**src/rtl/ckg_pkg.sv**
```systemverilog
package ckg_pkg;

    // Word index of each register, taken from byte address bits [4:2].
    localparam int REG_IDX_W = 3;
    localparam int BUS_ADDR_W = REG_IDX_W + 2;

    typedef enum logic [REG_IDX_W-1:0] {
        IDX_CORE_SET  = 3'd0,
        IDX_CORE_CLR  = 3'd1,
        IDX_CORE_STAT = 3'd2,
        IDX_PER_SET   = 3'd4,
        IDX_PER_CLR   = 3'd5,
        IDX_PER_STAT  = 3'd6
    } reg_idx_e;

    // Life cycle of the core clock enable.
    typedef enum logic [1:0] {
        CORE_RUN      = 2'd0,
        CORE_STOPPING = 2'd1,
        CORE_OFF      = 2'd2
    } core_state_e;

    // Single-cycle commands from the bus decoder to the core controller.
    typedef struct packed {
        logic set_req;
        logic clr_req;
    } core_cmd_t;

    function automatic logic is_aligned(input logic [BUS_ADDR_W-1:0] a);
        return a[1:0] == 2'b00;
    endfunction

    function automatic logic [REG_IDX_W-1:0] word_idx(input logic [BUS_ADDR_W-1:0] a);
        return a[BUS_ADDR_W-1:2];
    endfunction

endpackage

```
**src/rtl/ckg_regbus.sv**
```systemverilog
module ckg_regbus
    import ckg_pkg::*;
#(
    parameter int DATA_W = 32,
    parameter int NPER   = 32
) (
    input  logic                  bus_sel,
    input  logic                  bus_wr,
    input  logic [BUS_ADDR_W-1:0] bus_addr,
    input  logic [DATA_W-1:0]     bus_wdata,
    output logic [DATA_W-1:0]     bus_rdata,
    input  logic                  core_status,
    input  logic [NPER-1:0]       per_status,
    output core_cmd_t             core_cmd,
    output logic [NPER-1:0]       per_set,
    output logic [NPER-1:0]       per_clr
);

    logic       hit;
    logic       wr_hit;
    logic [REG_IDX_W-1:0] idx;

    assign hit    = bus_sel && is_aligned(bus_addr);
    assign wr_hit = hit && bus_wr;
    assign idx    = word_idx(bus_addr);

    // Write strobes: a bit written as 0 never produces a request.
    always_comb begin
        core_cmd.set_req = 1'b0;
        core_cmd.clr_req = 1'b0;
        per_set          = '0;
        per_clr          = '0;
        if (wr_hit) begin
            unique case (idx)
                IDX_CORE_SET: core_cmd.set_req = bus_wdata[0];
                IDX_CORE_CLR: core_cmd.clr_req = bus_wdata[0];
                IDX_PER_SET:  per_set          = bus_wdata[NPER-1:0];
                IDX_PER_CLR:  per_clr          = bus_wdata[NPER-1:0];
                default: ;
            endcase
        end
    end

    // Read path: only the status words return data.
    always_comb begin
        bus_rdata = '0;
        if (hit && !bus_wr) begin
            unique case (idx)
                IDX_CORE_STAT: bus_rdata[0]      = core_status;
                IDX_PER_STAT:  bus_rdata[NPER-1:0] = per_status;
                default: ;
            endcase
        end
    end

endmodule

```
**src/rtl/ckg_core_ctrl.sv**
```systemverilog
module ckg_core_ctrl
    import ckg_pkg::*;
(
    input  logic      clk,
    input  logic      rst,
    input  core_cmd_t cmd,
    input  logic      irq_any,
    input  logic      insn_done,
    output logic      core_en
);

    core_state_e state_q;
    core_state_e state_d;

    always_comb begin
        state_d = state_q;
        unique case (state_q)
            CORE_RUN: begin
                if (cmd.clr_req) state_d = CORE_STOPPING;
            end
            CORE_STOPPING: begin
                // An interrupt or a fresh set cancels the stop, and wins over
                // a completion that arrives in the same cycle.
                if (irq_any || (cmd.set_req && !cmd.clr_req)) state_d = CORE_RUN;
                else if (insn_done)                           state_d = CORE_OFF;
            end
            CORE_OFF: begin
                if (irq_any || (cmd.set_req && !cmd.clr_req)) state_d = CORE_RUN;
            end
            default: state_d = CORE_RUN;
        endcase
    end

    always_ff @(posedge clk) begin
        if (rst) state_q <= CORE_RUN;
        else     state_q <= state_d;
    end

    assign core_en = (state_q != CORE_OFF);

    AST_STOP_WAITS_DONE: assert property (@(posedge clk) disable iff (rst)
        (core_en && !insn_done) |=> core_en);

    AST_OFF_AFTER_DONE: assert property (@(posedge clk) disable iff (rst)
        $fell(core_en) |-> $past(insn_done));

    AST_IRQ_WAKES_CORE: assert property (@(posedge clk) disable iff (rst)
        (!core_en && irq_any) |=> core_en);

    AST_IRQ_BEATS_DONE: assert property (@(posedge clk) disable iff (rst)
        (core_en && irq_any) |=> core_en);

endmodule

```
**src/rtl/ckg_per_bank.sv**
```systemverilog
module ckg_per_bank #(
    parameter int NPER = 32
) (
    input  logic            clk,
    input  logic            rst,
    input  logic [NPER-1:0] set_bits,
    input  logic [NPER-1:0] clr_bits,
    output logic [NPER-1:0] per_en
);

    // One enable flop per source; clear has priority within a bit.
    for (genvar n = 0; n < NPER; n++) begin : g_bit
        always_ff @(posedge clk) begin
            if (rst)              per_en[n] <= 1'b0;
            else if (clr_bits[n]) per_en[n] <= 1'b0;
            else if (set_bits[n]) per_en[n] <= 1'b1;
        end
    end

    AST_PER_CLR_NEXT: assert property (@(posedge clk) disable iff (rst)
        (clr_bits != '0) |=> ((per_en & $past(clr_bits)) == '0));

    AST_PER_SET_NEXT: assert property (@(posedge clk) disable iff (rst)
        (set_bits != '0 && clr_bits == '0) |=> ((per_en & $past(set_bits)) == $past(set_bits)));

    AST_PER_HOLD: assert property (@(posedge clk) disable iff (rst)
        (set_bits == '0 && clr_bits == '0) |=> $stable(per_en));

endmodule

```
**src/rtl/ckg_ctrl.sv**
```systemverilog
module ckg_ctrl
    import ckg_pkg::*;
#(
    parameter int DATA_W = 32,
    parameter int NPER   = 32
) (
    input  logic                  clk,
    input  logic                  rst,
    input  logic                  bus_sel,
    input  logic                  bus_wr,
    input  logic [BUS_ADDR_W-1:0] bus_addr,
    input  logic [DATA_W-1:0]     bus_wdata,
    output logic [DATA_W-1:0]     bus_rdata,
    input  logic [NPER-1:0]       irq_pend,
    input  logic                  core_insn_done,
    output logic                  core_clk_en,
    output logic [NPER-1:0]       per_clk_en
);

    if (NPER > DATA_W || NPER < 1) begin : g_bad_width
        initial $error("NPER must lie between 1 and DATA_W");
    end

    core_cmd_t       core_cmd;
    logic [NPER-1:0] per_set;
    logic [NPER-1:0] per_clr;
    logic            irq_any;

    assign irq_any = |irq_pend;

    ckg_regbus #(.DATA_W(DATA_W), .NPER(NPER)) u_regbus (
        .bus_sel     (bus_sel),
        .bus_wr      (bus_wr),
        .bus_addr    (bus_addr),
        .bus_wdata   (bus_wdata),
        .bus_rdata   (bus_rdata),
        .core_status (core_clk_en),
        .per_status  (per_clk_en),
        .core_cmd    (core_cmd),
        .per_set     (per_set),
        .per_clr     (per_clr)
    );

    ckg_core_ctrl u_core (
        .clk       (clk),
        .rst       (rst),
        .cmd       (core_cmd),
        .irq_any   (irq_any),
        .insn_done (core_insn_done),
        .core_en   (core_clk_en)
    );

    // The peripheral bank sees no core state, so data transfers keep
    // running while the core sleeps.
    ckg_per_bank #(.NPER(NPER)) u_per (
        .clk      (clk),
        .rst      (rst),
        .set_bits (per_set),
        .clr_bits (per_clr),
        .per_en   (per_clk_en)
    );

    AST_PER_IGNORES_CORE: assert property (@(posedge clk) disable iff (rst)
        (!bus_sel && $fell(core_clk_en)) |-> $stable(per_clk_en));

endmodule

```
**config.mk**
```make
export PLATFORM = sky130hd
export DESIGN_NAME = ckg_ctrl
export DESIGN_NICKNAME = d
export VERILOG_FILES = /design/src/rtl/ckg_pkg.sv /design/src/rtl/ckg_regbus.sv /design/src/rtl/ckg_core_ctrl.sv /design/src/rtl/ckg_per_bank.sv /design/src/rtl/ckg_ctrl.sv
export SDC_FILE = /design/constraint.sdc
export NUM_CORES = 1
export LEC_CHECK = 0
export BUFFER_PORTS_ARGS = -buffer_cell sky130_fd_sc_hd__buf_4
export CAP_MARGIN = 0
export CORE_AREA = 2 2 88 90
export CTS_CLUSTER_SIZE = 40
export DETAILED_ROUTE_END_ITERATION = 12
export DIE_AREA = 0 0 90 92
export PLACE_DENSITY = 0.76
export SLEW_MARGIN = 20
export SYNTH_ARGS = -nofsm -noshare
export SYNTH_HDL_FRONTEND = slang
export SYNTH_HIERARCHICAL = 1
export SYNTH_SLANG_ARGS = --single-unit
```
**constraint.sdc**
```tcl
create_clock -name clk -period 1.9 [get_ports clk]
set_input_delay 0.285 -clock clk [delete_from_list [all_inputs] [get_ports clk]]
set_output_delay 0.285 -clock clk [all_outputs]
set_load 0.01 [all_outputs]
```
==> metrics.md <==
| Metric | Value |
|---|---|
| WL final | a little under 8000 µm |
| Setup CP Type | primary input to output port |
| RD Place Congestion | 0.7642 |
| RSZ-0062 raised after global routing | no |
| Final hold vios | 0 |
| Via/cell ratio | between 5 and 6 |
| Min cycle time layout | between 1.5 and 2 ns |
| Placed Cells | between 500 and 600 |
| Top cell type by total area after synthesis | dfxtp_1 |
| Simple-gate portion of the synthesized area | slightly below 60% |
| XOR/XNOR Fraction of Synth Area | 0% |
| Status | completed |
| CP Capture Type | output port |
| Layout area overhead | 47.29% |
| Largest family of logic cells by synthesized area | simple AND/OR/NAND/NOR gates |
| Hold Crit Endpoint | u_core/state_q[0] |
| Worst-Margin Slew | 0.5921 ns |
| Mapped Avg Cell Area | 7.831 µm² |
| Ys Warns | 6 |
| Total CTS buffers | 5 |
| Area contributors post-synth | dfxtp_1 (27%), nor4_2 (15%), nor3_2 (11%) |
| Cts hold-fix bufs | 0 |
| Critical path data arrival time | roughly 1.6 ns |
| Initial core utilization | about 34% |
| Initial antenna violation count | 0 |
| Hold depth | 3 |
| Min setup slack post-route | 0.04645 ns |
| Vias in the first global route | about 2800 |
| Pwr Density | around 430 mW/mm² |
| Row count | 32 |
| Worst r2r dst | u_core/state_q[0] |
| Largest net degree at the start of global routing | 35 |
| Post-synth EDFFs | 0 |
| Setup Slack @ Placement | -0.01967 ns |
| Most frequent cell after synthesis | nor4_1 |
| Post-cts sizing count | 0 |
| CP Max Fanout | 32 |
| H-tree levels | 2 |
| Hold_sp | core_insn_done |
| Design Area, Final | 0.003702 mm² |
| Setup TNS | 0 ns |
| Top_reg_cell synth | dfxtp_1 |
| Util after Layout | 49.71% |
| Final net count | roughly 520 |
| Diode count | 0 |
| Total Power | around 1.6 mW |
| Drt first pass iters | 4 |
| Synthesized flop and latch total | 34 |
| Cell mode on critical path | buf_4 |
| Worst Path Buf+Inv | 3 |
| First-pass GRT wire length | 12810 µm |
| Post-route insts no fill | around 540 |
| Final period utilization | 97.56% |
| Clock Pin Slew Worst Setup and Hold Paths | 0.07 ns |
| # DRC | 0 |
| Synth Cell Area | between 0.002 and 0.003 mm² |
| Grt total ovfl | 0 |
| Root buf cell | clkbuf_8 |
| R2r setup slk | approximately 0.74 ns |
| Worst Hold Class | primary input to register |
| Synthesized Nets | roughly 400 |
| Worst slew margin | 60.53% |
| Ports | around 140 |
| Reg2Reg Depth | 2 |
| Routed wire per std cell | about 15 µm |
| Synth Area in Compound Gates | less than 1% |
| Clock skew | 0.003624 ns |
| CP top delay family | simple AND/OR/NAND/NOR gates |
| Worst path slowest cell | or3b_2 |
| Mapped Cells | around 320 |
| Synth Area in Adders | 0% |
| Critical Path Start Type | primary input |
| CP Cell Sequence | buf_4, or3b_2, buf_12, nor4_2, buf_4 |
| Total GRT Usage | around a fifth |
| Final setup vio count | 0 |
| Max Cap Viol | 0 |
| Vias | 2779 |
| Maximum vdd ir drop | around 0.24 mV |
| Static Leak | between 1 and 1.5 nW |
| Register area share after synthesis | between 20% and 30% |
| CTS tree | yes |
| Distinct cells, synth | 23 |
| Final ANT Viol Nets | 0 |
| Max stage delay on crit path | a little under 0.5 ns |
| Placed Area | approximately 0.0036 mm² |
| Worst r2r src | u_core/state_q[0] |
| WP data required | about 1.6 ns |
| DIE HEIGHT | ~92 µm |
| DR iter-0 viols | about 90 |
| Clock Latency Late Sink | around 0.28 ns |
| Die area | around 0.0083 mm² |
| Max Freq | about 540 MHz |
| Share of the synthesized area in the top cell type | a little over a quarter |
| Layout cells sized above 1 | around 50% |
| Clock tree buffer depth | 2 |
| Min Hold Slack | between 0.3 and 0.4 ns |
| Core ar. | about 0.0074 mm² |
| Post-synth top cells | nor4_1 (42), nor3_1 (35), dfxtp_1 (34) |
| Post-synthesis mux area share | 0.3982% |
| Clock Sinks | 34 |
| Post-CTS Setup Bufs | 0 |
| Overall die width | around 90 µm |
| Pins over their slew limit | 0 |
| Detailed Place HPWL | around 5700 µm |
| Asr flop ratio synth | 0% |
| Port buffer count | between 100 and 150 |
## power breakdown
| part | switching [mW] | internal (mW) |
|---|---|---|
| logic | 0.175 | 0.141 |
| registers | 0.00231 | 0.715 |
| clock network | 0.274 | 0.291 |
## registers in the layout, summed over array words and instances, names as in the netlist
register        flops
u_per/per_en       32
u_core/state_q      2
## how the worst max path moves through the flow
stage | from | endpoint | cells after the start
detailed placement | irq_pend[26] | u_core/state_q[0] | 6
finish | bus_addr[1] | bus_rdata[22] | 5
floorplan | irq_pend[26] | u_core/state_q[0] | 5
CTS | bus_addr[1] | bus_rdata[22] | 5
global placement | irq_pend[26] | u_core/state_q[0] | 6
global route | bus_addr[1] | bus_rdata[31] | 5
## layout make-up
type | instances | area, µm²
clock inverter | 2 | 12.51
timing repair buffer | 150 | 1151
inverter | 32 | 120.1
clock buffer | 6 | 82.58
sequential | 34 | 680.7
tap | 102 | 127.6
multi-input combinational | 218 | 1528
fill | 729 | 3745
## worst min-delay path, delay by kind of cell
family / cells / cell delay [ns]
compound gates: 1 / 0.06
buf+inv: 1 / 0.08
simple gates: 1 / 0.11
## metal layers
metal	routed length [µm]	track usage, %	vias to the layer above
met3	637	5.177	6
met2	3996	34.59	128
met4	75	5.641	0
met5	0	0	-
li1	-	-	1377
met1	3215	20.98	1268
## cells by family (layout without fill, tap and decap cells)
kind of cell	Yosys count	in the layout
DFF	34	34
and+or+nand+nor	215	215
muxes	1	1
buffers and inverters	69	190
AOI/OAI and AO/OA	2	2
## placed cells by master (no fill, tap or decap), drive strengths merged, types with 3 or more instances in the layout
cell type	count
nor3	66
dfxtp	34
nor4	72
or3b	3
inv	31
buf	150
nand2b	4
nand2	32
clkbuf	6
nor2	32
Power figures use the tool's default switching activity.
